==> config.mk <==
export PLATFORM = sky130hd
export DESIGN_NAME = sync_shift_port
export DESIGN_NICKNAME = d
export VERILOG_FILES = /design/src/rtl/ssp_pkg.sv /design/src/rtl/ssp_regs.sv /design/src/rtl/ssp_baud.sv /design/src/rtl/ssp_engine.sv /design/src/rtl/sync_shift_port.sv
export SDC_FILE = /design/constraint.sdc
export NUM_CORES = 1
export LEC_CHECK = 0
export ABC_AREA = 1
export BUFFER_PORTS_ARGS = -buffer_cell sky130_fd_sc_hd__buf_4
export CAP_MARGIN = 25
export CORE_MARGIN = 10
export CORE_UTILIZATION = 40
export CTS_CLUSTER_DIAMETER = 30
export DETAILED_ROUTE_END_ITERATION = 8
export HOLD_SLACK_MARGIN = 0.08
export SKIP_CTS_REPAIR_TIMING = 1
export SYNTH_ARGS = -nofsm -noshare
export SYNTH_HDL_FRONTEND = slang
export SYNTH_SLANG_ARGS = --single-unit
==> constraint.sdc <==
create_clock -name clk -period 3.1 [get_ports clk]
set_input_delay 0 -clock clk [delete_from_list [all_inputs] [get_ports clk]]
set_output_delay 0 -clock clk [all_outputs]
set_load 0.1 [all_outputs]
==> src/rtl/ssp_pkg.sv <==
package ssp_pkg;
    localparam int FRAME_W    = 8;
    localparam int CNT_W      = $clog2(FRAME_W) + 1;
    localparam int DIV_W      = 8;
    localparam int MID_RATIO  = 8;
    localparam int SLOW_RATIO = 32;
    localparam int MID_W      = $clog2(MID_RATIO);
    localparam int PRE_W      = $clog2(SLOW_RATIO);
    localparam logic [2:0] MODE_SYNC = 3'b001;

    typedef enum logic [1:0] {
        A_MODE = 2'd0,
        A_CTRL = 2'd1,
        A_DIV  = 2'd2,
        A_DATA = 2'd3
    } addr_e;

    typedef enum logic [1:0] {
        SRC_F1  = 2'd0,
        SRC_F8  = 2'd1,
        SRC_F32 = 2'd2,
        SRC_OFF = 2'd3
    } src_e;

    typedef struct packed {
        logic [2:0]       mode;
        logic             ext;
        src_e             src;
        logic             hs_sel;
        logic             hs_off;
        logic             pol;
        logic             msb;
        logic [DIV_W-1:0] div;
    } cfg_t;
endpackage

==> src/rtl/ssp_regs.sv <==
module ssp_regs
    import ssp_pkg::*;
(
    input  logic               clk,
    input  logic               rst_n,
    input  logic [1:0]         bus_addr,
    input  logic               bus_wr,
    input  logic               bus_rd,
    input  logic [7:0]         bus_wdata,
    output logic [7:0]         bus_rdata,
    input  logic               hs_in,
    input  logic               busy,
    input  logic               done,
    input  logic [FRAME_W-1:0] rx_byte,
    output cfg_t               cfg,
    output logic [FRAME_W-1:0] tx_byte,
    output logic               start,
    output logic               tx_empty,
    output logic               rx_full,
    output logic               mode_ok,
    output logic               hs_out
);
    typedef struct packed {
        cfg_t               cfg;
        logic [FRAME_W-1:0] tx_buf;
        logic               pend;
        logic [FRAME_W-1:0] rx_buf;
        logic               full;
    } regs_t;

    regs_t s_d, s_q;
    logic  cts_ok;

    always_comb begin
        s_d     = s_q;
        mode_ok = (s_q.cfg.mode == MODE_SYNC);
        if (bus_wr) begin
            case (addr_e'(bus_addr))
                A_MODE: begin
                    s_d.cfg.mode = bus_wdata[2:0];
                    s_d.cfg.ext  = bus_wdata[3];
                end
                A_CTRL: begin
                    s_d.cfg.src    = src_e'(bus_wdata[1:0]);
                    s_d.cfg.hs_sel = bus_wdata[2];
                    s_d.cfg.hs_off = bus_wdata[4];
                    s_d.cfg.pol    = bus_wdata[5];
                    s_d.cfg.msb    = bus_wdata[6];
                end
                A_DIV: s_d.cfg.div = bus_wdata;
                default: begin
                    if (!s_q.pend && mode_ok) begin
                        s_d.tx_buf = bus_wdata;
                        s_d.pend   = 1'b1;
                    end
                end
            endcase
        end
        if (bus_rd && addr_e'(bus_addr) == A_DATA) s_d.full = 1'b0;
        if (done) begin
            s_d.pend   = 1'b0;
            s_d.rx_buf = rx_byte;
            s_d.full   = 1'b1;
        end
        if (!mode_ok) s_d.pend = 1'b0;

        cts_ok   = s_q.cfg.hs_off | s_q.cfg.hs_sel | ~hs_in;
        start    = s_q.pend & ~busy & mode_ok & cts_ok;
        tx_empty = ~s_q.pend;
        rx_full  = s_q.full;
        hs_out   = (!s_q.cfg.hs_off && s_q.cfg.hs_sel) ? s_q.full : 1'b1;
        cfg      = s_q.cfg;
        tx_byte  = s_q.tx_buf;

        case (addr_e'(bus_addr))
            A_MODE:  bus_rdata = {4'b0, s_q.cfg.ext, s_q.cfg.mode};
            A_CTRL:  bus_rdata = {1'b0, s_q.cfg.msb, s_q.cfg.pol, s_q.cfg.hs_off,
                                  ~s_q.pend, s_q.cfg.hs_sel, s_q.cfg.src};
            A_DIV:   bus_rdata = s_q.cfg.div;
            default: bus_rdata = s_q.rx_buf;
        endcase
    end

    always_ff @(posedge clk or negedge rst_n) begin
        if (!rst_n) s_q <= '0;
        else        s_q <= s_d;
    end
endmodule

==> src/rtl/ssp_baud.sv <==
module ssp_baud
    import ssp_pkg::*;
(
    input  logic             clk,
    input  logic             rst_n,
    input  logic             run,
    input  src_e             src,
    input  logic [DIV_W-1:0] div,
    output logic             tog
);
    typedef struct packed {
        logic [PRE_W-1:0] pcnt;
        logic [DIV_W-1:0] bcnt;
    } baud_t;

    baud_t s_d, s_q;
    logic  tick;

    always_comb begin
        s_d = s_q;
        tog = 1'b0;
        case (src)
            SRC_F1:  tick = 1'b1;
            SRC_F8:  tick = (s_q.pcnt[MID_W-1:0] == {MID_W{1'b1}});
            SRC_F32: tick = (s_q.pcnt == {PRE_W{1'b1}});
            default: tick = 1'b0;
        endcase
        if (!run) begin
            s_d.pcnt = '0;
            s_d.bcnt = div;
        end else begin
            s_d.pcnt = s_q.pcnt + PRE_W'(1);
            if (tick) begin
                if (s_q.bcnt == '0) begin
                    s_d.bcnt = div;
                    tog      = 1'b1;
                end else begin
                    s_d.bcnt = s_q.bcnt - DIV_W'(1);
                end
            end
        end
    end

    always_ff @(posedge clk or negedge rst_n) begin
        if (!rst_n) s_q <= '0;
        else        s_q <= s_d;
    end
endmodule

==> src/rtl/ssp_engine.sv <==
module ssp_engine
    import ssp_pkg::*;
(
    input  logic               clk,
    input  logic               rst_n,
    input  logic               mode_ok,
    input  logic               ext,
    input  logic               pol,
    input  logic               msb,
    input  logic               start,
    input  logic [FRAME_W-1:0] tx_byte,
    input  logic               tog,
    input  logic               sck_in,
    input  logic               sdi,
    output logic               busy,
    output logic               sck,
    output logic               sdo,
    output logic               done,
    output logic [FRAME_W-1:0] rx_byte
);
    typedef struct packed {
        logic               busy;
        logic               sck;
        logic               sdo;
        logic [FRAME_W-1:0] tx_sh;
        logic [FRAME_W-1:0] rx_sh;
        logic [CNT_W-1:0]   cnt;
        logic               s1;
        logic               s2;
    } eng_t;

    localparam eng_t RST = '{busy: 1'b0, sck: 1'b1, sdo: 1'b1, tx_sh: '0,
                             rx_sh: '0, cnt: '0, s1: 1'b1, s2: 1'b1};

    eng_t               s_d, s_q;
    logic               ev;
    logic               new_lvl;
    logic [FRAME_W-1:0] rx_nxt;

    always_comb begin
        s_d    = s_q;
        s_d.s1 = sck_in;
        s_d.s2 = s_q.s1;
        done   = 1'b0;

        ev      = ext ? (s_q.s1 ^ s_q.s2) : tog;
        new_lvl = ext ? s_q.s1 : ~s_q.sck;
        rx_nxt  = msb ? {s_q.rx_sh[FRAME_W-2:0], sdi}
                      : {sdi, s_q.rx_sh[FRAME_W-1:1]};

        if (!mode_ok) begin
            s_d.busy = 1'b0;
            s_d.sck  = ~pol;
        end else if (!s_q.busy) begin
            s_d.sck = ~pol;
            if (start) begin
                s_d.busy  = 1'b1;
                s_d.tx_sh = tx_byte;
                s_d.cnt   = '0;
            end
        end else if (ev) begin
            if (!ext) s_d.sck = new_lvl;
            if (new_lvl == pol) begin
                if (msb) begin
                    s_d.sdo   = s_q.tx_sh[FRAME_W-1];
                    s_d.tx_sh = {s_q.tx_sh[FRAME_W-2:0], 1'b0};
                end else begin
                    s_d.sdo   = s_q.tx_sh[0];
                    s_d.tx_sh = {1'b0, s_q.tx_sh[FRAME_W-1:1]};
                end
            end else begin
                s_d.rx_sh = rx_nxt;
                s_d.cnt   = s_q.cnt + CNT_W'(1);
                if (s_q.cnt == CNT_W'(FRAME_W - 1)) begin
                    done     = 1'b1;
                    s_d.busy = 1'b0;
                end
            end
        end

        busy    = s_q.busy;
        sck     = s_q.sck;
        sdo     = s_q.sdo;
        rx_byte = rx_nxt;
    end

    always_ff @(posedge clk or negedge rst_n) begin
        if (!rst_n) s_q <= RST;
        else        s_q <= s_d;
    end
endmodule

==> src/rtl/sync_shift_port.sv <==
module sync_shift_port
    import ssp_pkg::*;
(
    input  logic       clk,
    input  logic       rst_n,
    input  logic [1:0] bus_addr,
    input  logic       bus_wr,
    input  logic       bus_rd,
    input  logic [7:0] bus_wdata,
    output logic [7:0] bus_rdata,
    input  logic       sck_in,
    output logic       sck_out,
    output logic       sck_oe,
    input  logic       sdi,
    output logic       sdo,
    input  logic       hs_in,
    output logic       hs_out
);
    cfg_t               cfg;
    logic [FRAME_W-1:0] tx_byte;
    logic [FRAME_W-1:0] rx_byte;
    logic               start;
    logic               tx_empty;
    logic               rx_full;
    logic               mode_ok;
    logic               busy;
    logic               done;
    logic               tog;

    ssp_regs u_regs (
        .clk(clk), .rst_n(rst_n),
        .bus_addr(bus_addr), .bus_wr(bus_wr), .bus_rd(bus_rd),
        .bus_wdata(bus_wdata), .bus_rdata(bus_rdata),
        .hs_in(hs_in), .busy(busy), .done(done), .rx_byte(rx_byte),
        .cfg(cfg), .tx_byte(tx_byte), .start(start),
        .tx_empty(tx_empty), .rx_full(rx_full), .mode_ok(mode_ok),
        .hs_out(hs_out)
    );

    ssp_baud u_baud (
        .clk(clk), .rst_n(rst_n),
        .run(busy & mode_ok & ~cfg.ext),
        .src(cfg.src), .div(cfg.div), .tog(tog)
    );

    ssp_engine u_eng (
        .clk(clk), .rst_n(rst_n),
        .mode_ok(mode_ok), .ext(cfg.ext), .pol(cfg.pol), .msb(cfg.msb),
        .start(start), .tx_byte(tx_byte), .tog(tog),
        .sck_in(sck_in), .sdi(sdi),
        .busy(busy), .sck(sck_out), .sdo(sdo), .done(done), .rx_byte(rx_byte)
    );

    assign sck_oe = mode_ok & ~cfg.ext;
endmodule

==> Implementation_results.wiki, run 1 <==
{| class="wikitable"
! Metric !! Value
|-
| Run status || finished, final reports clean
|-
| Setup repair after global routing missed its margin || no
|-
| Ant diodes || 0
|-
| Async set or reset register ratio after synthesis || 100%
|-
| I/O pins || 29
|-
| Crit. End Element || register
|-
| Largest area contributor in the synthesized netlist || sky130_fd_sc_hd__dfrtp_1
|-
| Portion of the clock cycle consumed by the worst path in the final layout || 66.7%
|-
| TritonCTS buffer count || 9
|-
| Core Area || 9680 sq um
|-
| Source-to-sink clock delay at the later pin of the worst-skew pair || 0.35 ns
|-
| Area used by multi-input combinational logic || 1740 sq um
|-
| Count of final hold-check violations || 0
|-
| HPWL after detailed placement || 6650 microns
|-
| Slew at the pin closest to its max-slew limit || 0.863 ns
|-
| Pre-CTS worst setup slack || 1.05 ns
|-
| Number of global-route vias before repair || 3,043
|-
| H-tree levels || 3
|-
| Met2 layer usage reported by global route || 19.7%
|-
| Met1 Resource Use GR || 17.3%
|-
| Ys Warns || 0
|-
| Most used standard cell by instance count after synthesis || sky130_fd_sc_hd__nand2_1
|-
| Type of origin of the critical path || register
|-
| Number of unique standard cell types used by synthesis || 39
|-
| Final-report setup violation count || 0
|-
| Min-Delay Path Class || in -> reg
|-
| Drt initial violations || 206
|-
| Leakage dissipation || 2.36 nW
|-
| Overflow left after global routing || 0
|-
| Area of the die || 14,200 sq um
|-
| Count of vias placed by the detailed router || 3,198
|-
| Layout area overhead || 16.8%
|-
| Count of pins over their slew limit || 0
|-
| Setup slack on the worst flop-to-flop path || 1.03 ns
|-
| Max capacitance violation total || 0
|-
| Cells on worst reg2reg path || 12
|-
| Via density per instance || 4.83
|-
| Wire length of the first global-routing pass || 15,100 microns
|-
| Top cell type's share of synthesized area || 44.5%
|-
| Share of the yosys chip area belonging to registers || 47.2%
|-
| Root buffer selected by CTS || sky130_fd_sc_hd__clkbuf_8
|-
| Layout fillers || 942
|-
| Maximum number of pins on one net before global-route repair || 75
|-
| Total Routed Length || 9060 microns
|-
| Final critical-path required period || 2.07 ns
|-
| Pre-Repair DR Iteration Count || 4
|-
| Maximum operating frequency || 484 MHz
|-
| Cell count after synthesis || 482
|-
| Post-synthesis cell area || 3940 sq um
|-
| Net count after synthesis || 505
|-
| Maximum buffer depth of the clock tree || 2
|-
| DRC violation count after routing || 0
|-
| Main area contributors after synthesis || sky130_fd_sc_hd__dfrtp_1 45%, sky130_fd_sc_hd__nand2_1 14%, sky130_fd_sc_hd__inv_1 5.6%
|-
| Number of buffer cells added on primary ports || 28
|-
| Most heavily used metal layer in global routing || met2
|-
| Storage element area || 1860 sq um
|-
| Met3 routing resource usage after global routing || 2.50%
|-
| Total GRT Usage || 12.9%
|-
| CP Data Arrival Time || 2.35 ns
|-
| Type of the worst setup path || reg -> reg
|-
| Peak supply drop || 0.243 mV
|-
| Least setup slack across all paths after layout || 1.03 ns
|-
| Clk pin slew, worst setup/hold paths || 0.08 ns
|-
| Max-Slew Margin vs Limit || 42.4%
|-
| CTS tree || done
|-
| Synth top cells by count || 146 x sky130_fd_sc_hd__nand2_1, 70 x sky130_fd_sc_hd__dfrtp_1, 59 x sky130_fd_sc_hd__inv_1, 41 x sky130_fd_sc_hd__o21ai_0, 31 x sky130_fd_sc_hd__nor2_1
|-
| Power after layout || 2.59 mW
|-
| Share of layout cells above drive strength 1 || 17.6%
|-
| Finished Core Util || 47.5%
|-
| Maximum clock skew at final layout || 0.00995 ns
|-
| Synthesized area divided by synthesized cell count || 8.16 sq um
|-
| Max FO, Critical Path || 13
|-
| Total Neg Setup Slack || 0 ns
|-
| Sinks on Clock Net || 74
|-
| Antenna Violating Nets Remaining || 0
|-
| Hold Path Stages || 4
|-
| Most frequently used flop master after synthesis || sky130_fd_sc_hd__dfrtp_1
|-
| Final Wtd Congestion || 0.838
|-
| Net count, final || 547
|-
| Mean routed wirelength per cell || 13.7 microns
|-
| Antenna violations before repair || 0
|-
| Post-synthesis sequential element count || 74
|-
| Starting density of the core || 40.6%
|-
| Die Span X || 119 microns
|-
| Total power per unit cell area || 564 nW/um^2
|-
| Vertical die dimension || 119 microns
|-
| Post-synth EDFFs || 0
|-
| Required time of the critical path || 3.38 ns
|-
| Cell Rows || 36
|}
[sequential cells by signal, summed over array words and instances (netlist names), 8 cells and up]
register / flops
u_eng.s_q: 21
u_regs.s_q: 9
u_baud.s_q: 13
u_regs.tx_byte: 8
u_regs.cfg: 18
[cell type report]
class | instances | share of cell area [%]
flip-flops and latches | 74 | 40.4
multi-input cells | 329 | 37.9
repair buffers | 44 | 8.33
inverters | 66 | 5.44
well taps | 133 | 3.62
clock buffers | 13 | 3.46
clock inverters | 3 | 0.871
[worst max-delay path, stage by stage (launching register included)]
cell and delay, ns:
sky130_fd_sc_hd__dfrtp_1 0.40, sky130_fd_sc_hd__ha_1 0.22, sky130_fd_sc_hd__and3_1 0.19, sky130_fd_sc_hd__ha_1 0.17, sky130_fd_sc_hd__o21ai_0 0.15, sky130_fd_sc_hd__nand2_1 0.13, sky130_fd_sc_hd__nand3_2 0.13, sky130_fd_sc_hd__nand2_4 0.15
sky130_fd_sc_hd__nand2_2 0.14, sky130_fd_sc_hd__nand2_4 0.10, sky130_fd_sc_hd__inv_4 0.11, sky130_fd_sc_hd__nand2_1 0.05, sky130_fd_sc_hd__nand2_1 0.06
[logic make-up (layout without fill, tap and decap cells)]
family	after synthesis	count (layout)	share of synthesized area (%)
buffers and inverters	79	126	8.55
flip-flops	74	74	47.2
multiplexers	6	6	1.72
AND/OR/NAND/NOR	220	220	25.1
adder cells (fa/ha/maj)	6	6	1.91
XOR/XNOR	7	7	2.04
AO/OA/AOI/OAI	90	90	13.5
[where the power goes]
| group | switching (mW) | internal (mW) | total, mW | leakage, nW |
|---|---|---|---|---|
| clock | 0.355 | 0.415 | 0.769 | 0.103 |
| combinational | 0.414 | 0.211 | 0.625 | 1.31 |
| sequential | 0.111 | 1.09 | 1.20 | 0.949 |
[cell usage in the layout, fill, tap and decap left out, types with 3 or more instances in the layout]
cell,count
sky130_fd_sc_hd__dfstp_2,4
sky130_fd_sc_hd__o21ai_0,41
sky130_fd_sc_hd__o21ai_1,10
sky130_fd_sc_hd__inv_1,59
sky130_fd_sc_hd__o21ai_2,9
sky130_fd_sc_hd__dfrtp_1,70
sky130_fd_sc_hd__nand2_4,4
sky130_fd_sc_hd__ha_1,6
sky130_fd_sc_hd__nand4_1,3
sky130_fd_sc_hd__nand2_1,146
sky130_fd_sc_hd__inv_2,5
sky130_fd_sc_hd__nand2_2,4
sky130_fd_sc_hd__o211ai_1,6
sky130_fd_sc_hd__clkbuf_8,11
sky130_fd_sc_hd__a21oi_1,17
sky130_fd_sc_hd__nor2_2,3
sky130_fd_sc_hd__nor2_1,31
sky130_fd_sc_hd__nand3_1,17
sky130_fd_sc_hd__dlygate4sd3_1,13
sky130_fd_sc_hd__mux2_2,6
sky130_fd_sc_hd__xor2_1,6
sky130_fd_sc_hd__buf_4,30
[metal layers]
metal	part of all wire [%]	vias to the layer above
li1	-	1623
met1	49	1510
met2	46	53
met3	3.3	12
met4	1.7	0
met5	0	-
[stage by stage]
stage	cells	hold WS, ns	cell area, sq um
6_report	662	0.104	4600
5_1_grt	662	0.148	4600
4_1_cts	648	-0.250	4440
3_5_place_dp	632	0.110	4240
3_3_place_gp	632	0.113	4240
2_1_floorplan	482	-0.296	3940
[path summary, 6_finish.rpt]
| check | from | endpoint |
|---|---|---|
| worst max register to register | u_baud.s_q[8]$_DFF_PN0_ | u_eng.s_q[19]$_DFFE_PN0P_ |
| max in group asynchronous | rst_n | u_eng.s_q[13]$_DFFE_PN0P_ |
| min in group asynchronous | rst_n | u_regs.s_q[5]$_DFFE_PN0P_ |
| worst min-delay path | bus_wr | u_regs.cfg[17]$_DFFE_PN0P_ |
| worst min register to register | u_eng.s_d[0]$_DFF_PN1_ | u_eng.s_q[0]$_DFF_PN1_ |
| worst max-delay path | u_baud.s_q[8]$_DFF_PN0_ | u_eng.s_q[19]$_DFFE_PN0P_ |
Power figures use the tool's default switching activity.
==> run 2, diff against run 1 <==
==> constraint.sdc (replaced) <==
create_clock -name clk -period 1.8 [get_ports clk]
set_input_delay 0 -clock clk [delete_from_list [all_inputs] [get_ports clk]]
set_output_delay 0 -clock clk [all_outputs]
set_load 0.1 [all_outputs]
==> Implementation_results.wiki, run 2 (synthesized netlist as in run 1, its figures left out) <==
{| class="wikitable"
! Metric !! Value
|-
| Run status || complete, but fails checks
|-
| Violated checks || setup timing
|-
| Post-layout instance area || 5120 sq um (+11%)
|-
| Count of final hold-check violations || 0 (unchanged)
|-
| Source-to-sink clock delay at the later pin of the worst-skew pair || 0.35 ns (about the same)
|-
| Share of layout cells above drive strength 1 || 28.0% (+10 points)
|-
| Total Routed Length || 9940 microns (+9.7%)
|-
| Antenna Violating Nets Remaining || 0 (unchanged)
|-
| Drt initial violations || 163 (-21%)
|-
| Starting density of the core || 40.6% (unchanged)
|-
| Total power per unit cell area || 979 nW/um^2 (+74%)
|-
| Layout area overhead || 30.2%
|-
| Vertical die dimension || 119 microns (unchanged)
|-
| Portion of the clock cycle consumed by the worst path in the final layout || 101% (+34 points)
|-
| Placed standard-cell area || 4420 sq um (+4.2%)
|-
| Root buffer selected by CTS || sky130_fd_sc_hd__clkbuf_8
|-
| Most common cell after layout, fill and taps aside || sky130_fd_sc_hd__nand2_1
|-
| Maximum buffer depth of the clock tree || 2 (unchanged)
|-
| Via density per instance || 4.85 (+0.46%)
|-
| Ant diodes || 0 (unchanged)
|-
| Overflow left after global routing || 0 (unchanged)
|-
| Maximum clock skew at final layout || 0.00962 ns (-0.000333 ns)
|-
| Final-report setup violation count || 13 (+13)
|-
| Max-Slew Margin vs Limit || 67.7% (+25 points)
|-
| Largest Register || u_eng.s_q
|-
| Maximum number of pins on one net before global-route repair || 35 (-53%)
|-
| Pre-Repair DR Iteration Count || 4 (unchanged)
|-
| Required time of the critical path || 2.09 ns (-1.29 ns)
|-
| Core Area || 9680 sq um (unchanged)
|-
| CTS tree || done
|-
| H-tree levels || 3 (unchanged)
|-
| Maximum operating frequency || 549 MHz (+14%)
|-
| Clk pin slew, worst setup/hold paths || 0.08 ns (about the same)
|-
| Net count, final || 572 (+4.6%)
|-
| Finished Core Util || 52.9% (+5.4 points)
|-
| Number of global-route vias before repair || 3,116 (+2.4%)
|-
| Least setup slack across all paths after layout || -0.0211 ns (-1.05 ns)
|-
| CP max stage delay || 0.40 ns (about the same)
|-
| Die Span X || 119 microns (unchanged)
|-
| Slew at the pin closest to its max-slew limit || 0.485 ns (-0.379 ns)
|-
| HPWL after detailed placement || 6850 microns (+3.0%)
|-
| Ordered cell list for the critical path || ha_2, and3_4, ha_4, o21ai_2, nand2_2, nand3_4, nand2_8, nand2_4, nand2_8, inv_6, nand2_1, nand2_1
|-
| Min-Delay Path Class || in -> reg
|-
| Final critical-path required period || 1.82 ns (-0.247 ns)
|-
| Max FFs per register || 21 (unchanged)
|-
| Commonest cells after routing, fill and taps aside || 134 x sky130_fd_sc_hd__nand2_1, 69 x sky130_fd_sc_hd__dfrtp_1, 59 x sky130_fd_sc_hd__inv_1
|-
| Total GRT Usage || 13.4% (+0.50 points)
|-
| Final Wtd Congestion || 0.806 (-3.8%)
|-
| Crit. End Element || register
|-
| I/O pins || 29 (unchanged)
|-
| Mean routed wirelength per cell || 14.5 microns (+5.7%)
|-
| Count of pins over their slew limit || 0 (unchanged)
|-
| CP Data Arrival Time || 2.11 ns (-0.24 ns)
|-
| Max capacitance violation total || 0 (unchanged)
|-
| Slowest-stage cell, CP || sky130_fd_sc_hd__dfrtp_1
|-
| TritonCTS buffer count || 9 (unchanged)
|-
| Max FO, Critical Path || 9 (-4)
|-
| Leakage dissipation || 2.53 nW (+7.1%)
|-
| Wire length of the first global-routing pass || 15,500 microns (+2.2%)
|-
| Sinks on Clock Net || 74 (unchanged)
|-
| Area of the die || 14,200 sq um (unchanged)
|-
| Cell Rows || 36 (unchanged)
|-
| Final Instance Count excl. Fillers || 687 (+3.8%)
|-
| Placed insts || 646 (+2.2%)
|-
| Count of vias placed by the detailed router || 3,334 (+4.3%)
|-
| Peak supply drop || 0.436 mV (+80%)
|-
| DRC violation count after routing || 0 (unchanged)
|-
| Type of the worst setup path || reg -> reg
|-
| Setup slack on the worst flop-to-flop path || -0.02 ns (-1.05 ns)
|-
| Antenna violations before repair || 0 (unchanged)
|-
| Number of buffer cells added on primary ports || 28 (unchanged)
|-
| Setup repair after global routing missed its margin || yes
|-
| Type of origin of the critical path || register
|-
| Pre-CTS worst setup slack || -0.0448 ns (-1.09 ns)
|}
-- run 2: changes by cell type in the layout (fill, tap and decap cells not counted), moves of 4 or more --
cell,delta
sky130_fd_sc_hd__nand2_8,+6
sky130_fd_sc_hd__nand3_4,+4
sky130_fd_sc_hd__buf_4,+18
sky130_fd_sc_hd__nand2_1,-12
sky130_fd_sc_hd__nand2_2,+9
sky130_fd_sc_hd__o21ai_0,-6
sky130_fd_sc_hd__o21ai_2,+8
sky130_fd_sc_hd__nand3_1,-4
-- run 2: layout make-up --
class,count,area [sq um]
timing repair buffer,65,567
tap,133,166
clock inverter,5,125
clock buffer,11,141
inverter,66,255
sequential,74,1860
fill,902,4560
multi-input combinational,333,2010
-- run 2: layer usage --
layer | track usage, % | vias up | wire, microns
met1 | 18.0 | 1596 | 4820
li1 | - | 1680 | -
met4 | 4.89 | 0 | 122
met2 | 20.2 | 49 | 4620
met5 | 0 | - | 0
met3 | 3.54 | 9 | 379
-- run 2: final timing paths --
kind	from	end	depth (start not counted)
max in group asynchronous	rst_n	u_eng.s_d[0]$_DFF_PN1_	3
min in group asynchronous	rst_n	u_regs.cfg[17]$_DFFE_PN0P_	2
min reg2reg	u_eng.s_d[0]$_DFF_PN1_	u_eng.s_q[0]$_DFF_PN1_	0
min	bus_wr	u_regs.s_q[9]$_DFFE_PN0P_	5
max reg2reg	u_baud.s_q[9]$_DFF_PN0_	u_eng.s_q[20]$_DFFE_PN0P_	12
max	u_baud.s_q[9]$_DFF_PN0_	u_eng.s_q[20]$_DFFE_PN0P_	12
-- run 2: worst max-delay path, delay by kind of cell (launching register included) --
family / cells / cell delay [ns]
AND/OR/NAND/NOR: 8 / 0.81
AO/OA/AOI/OAI: 1 / 0.11
buffers and inverters: 1 / 0.10
flip-flops: 1 / 0.40
adder cells (fa/ha/maj): 2 / 0.34
-- run 2: metrics by stage --
step	TNS (ns)	hold slack (ns)	power, mW
finish	-0.123	0.0819	5.02
global route	-2.55	0.121	5.27
CTS	-1.42	-0.390	4.95
detailed placement	-0.501	-0.00734	3.22
global placement	-0.0384	-0.00796	3.20
floorplan	-0.169	-0.296	2.89
-- run 2: report_power, final --
part	leakage (nW)	internal, mW	switching (mW)
combinational	1.45	0.427	0.818
sequential	0.948	1.88	0.157
clock	0.134	1.10	0.638
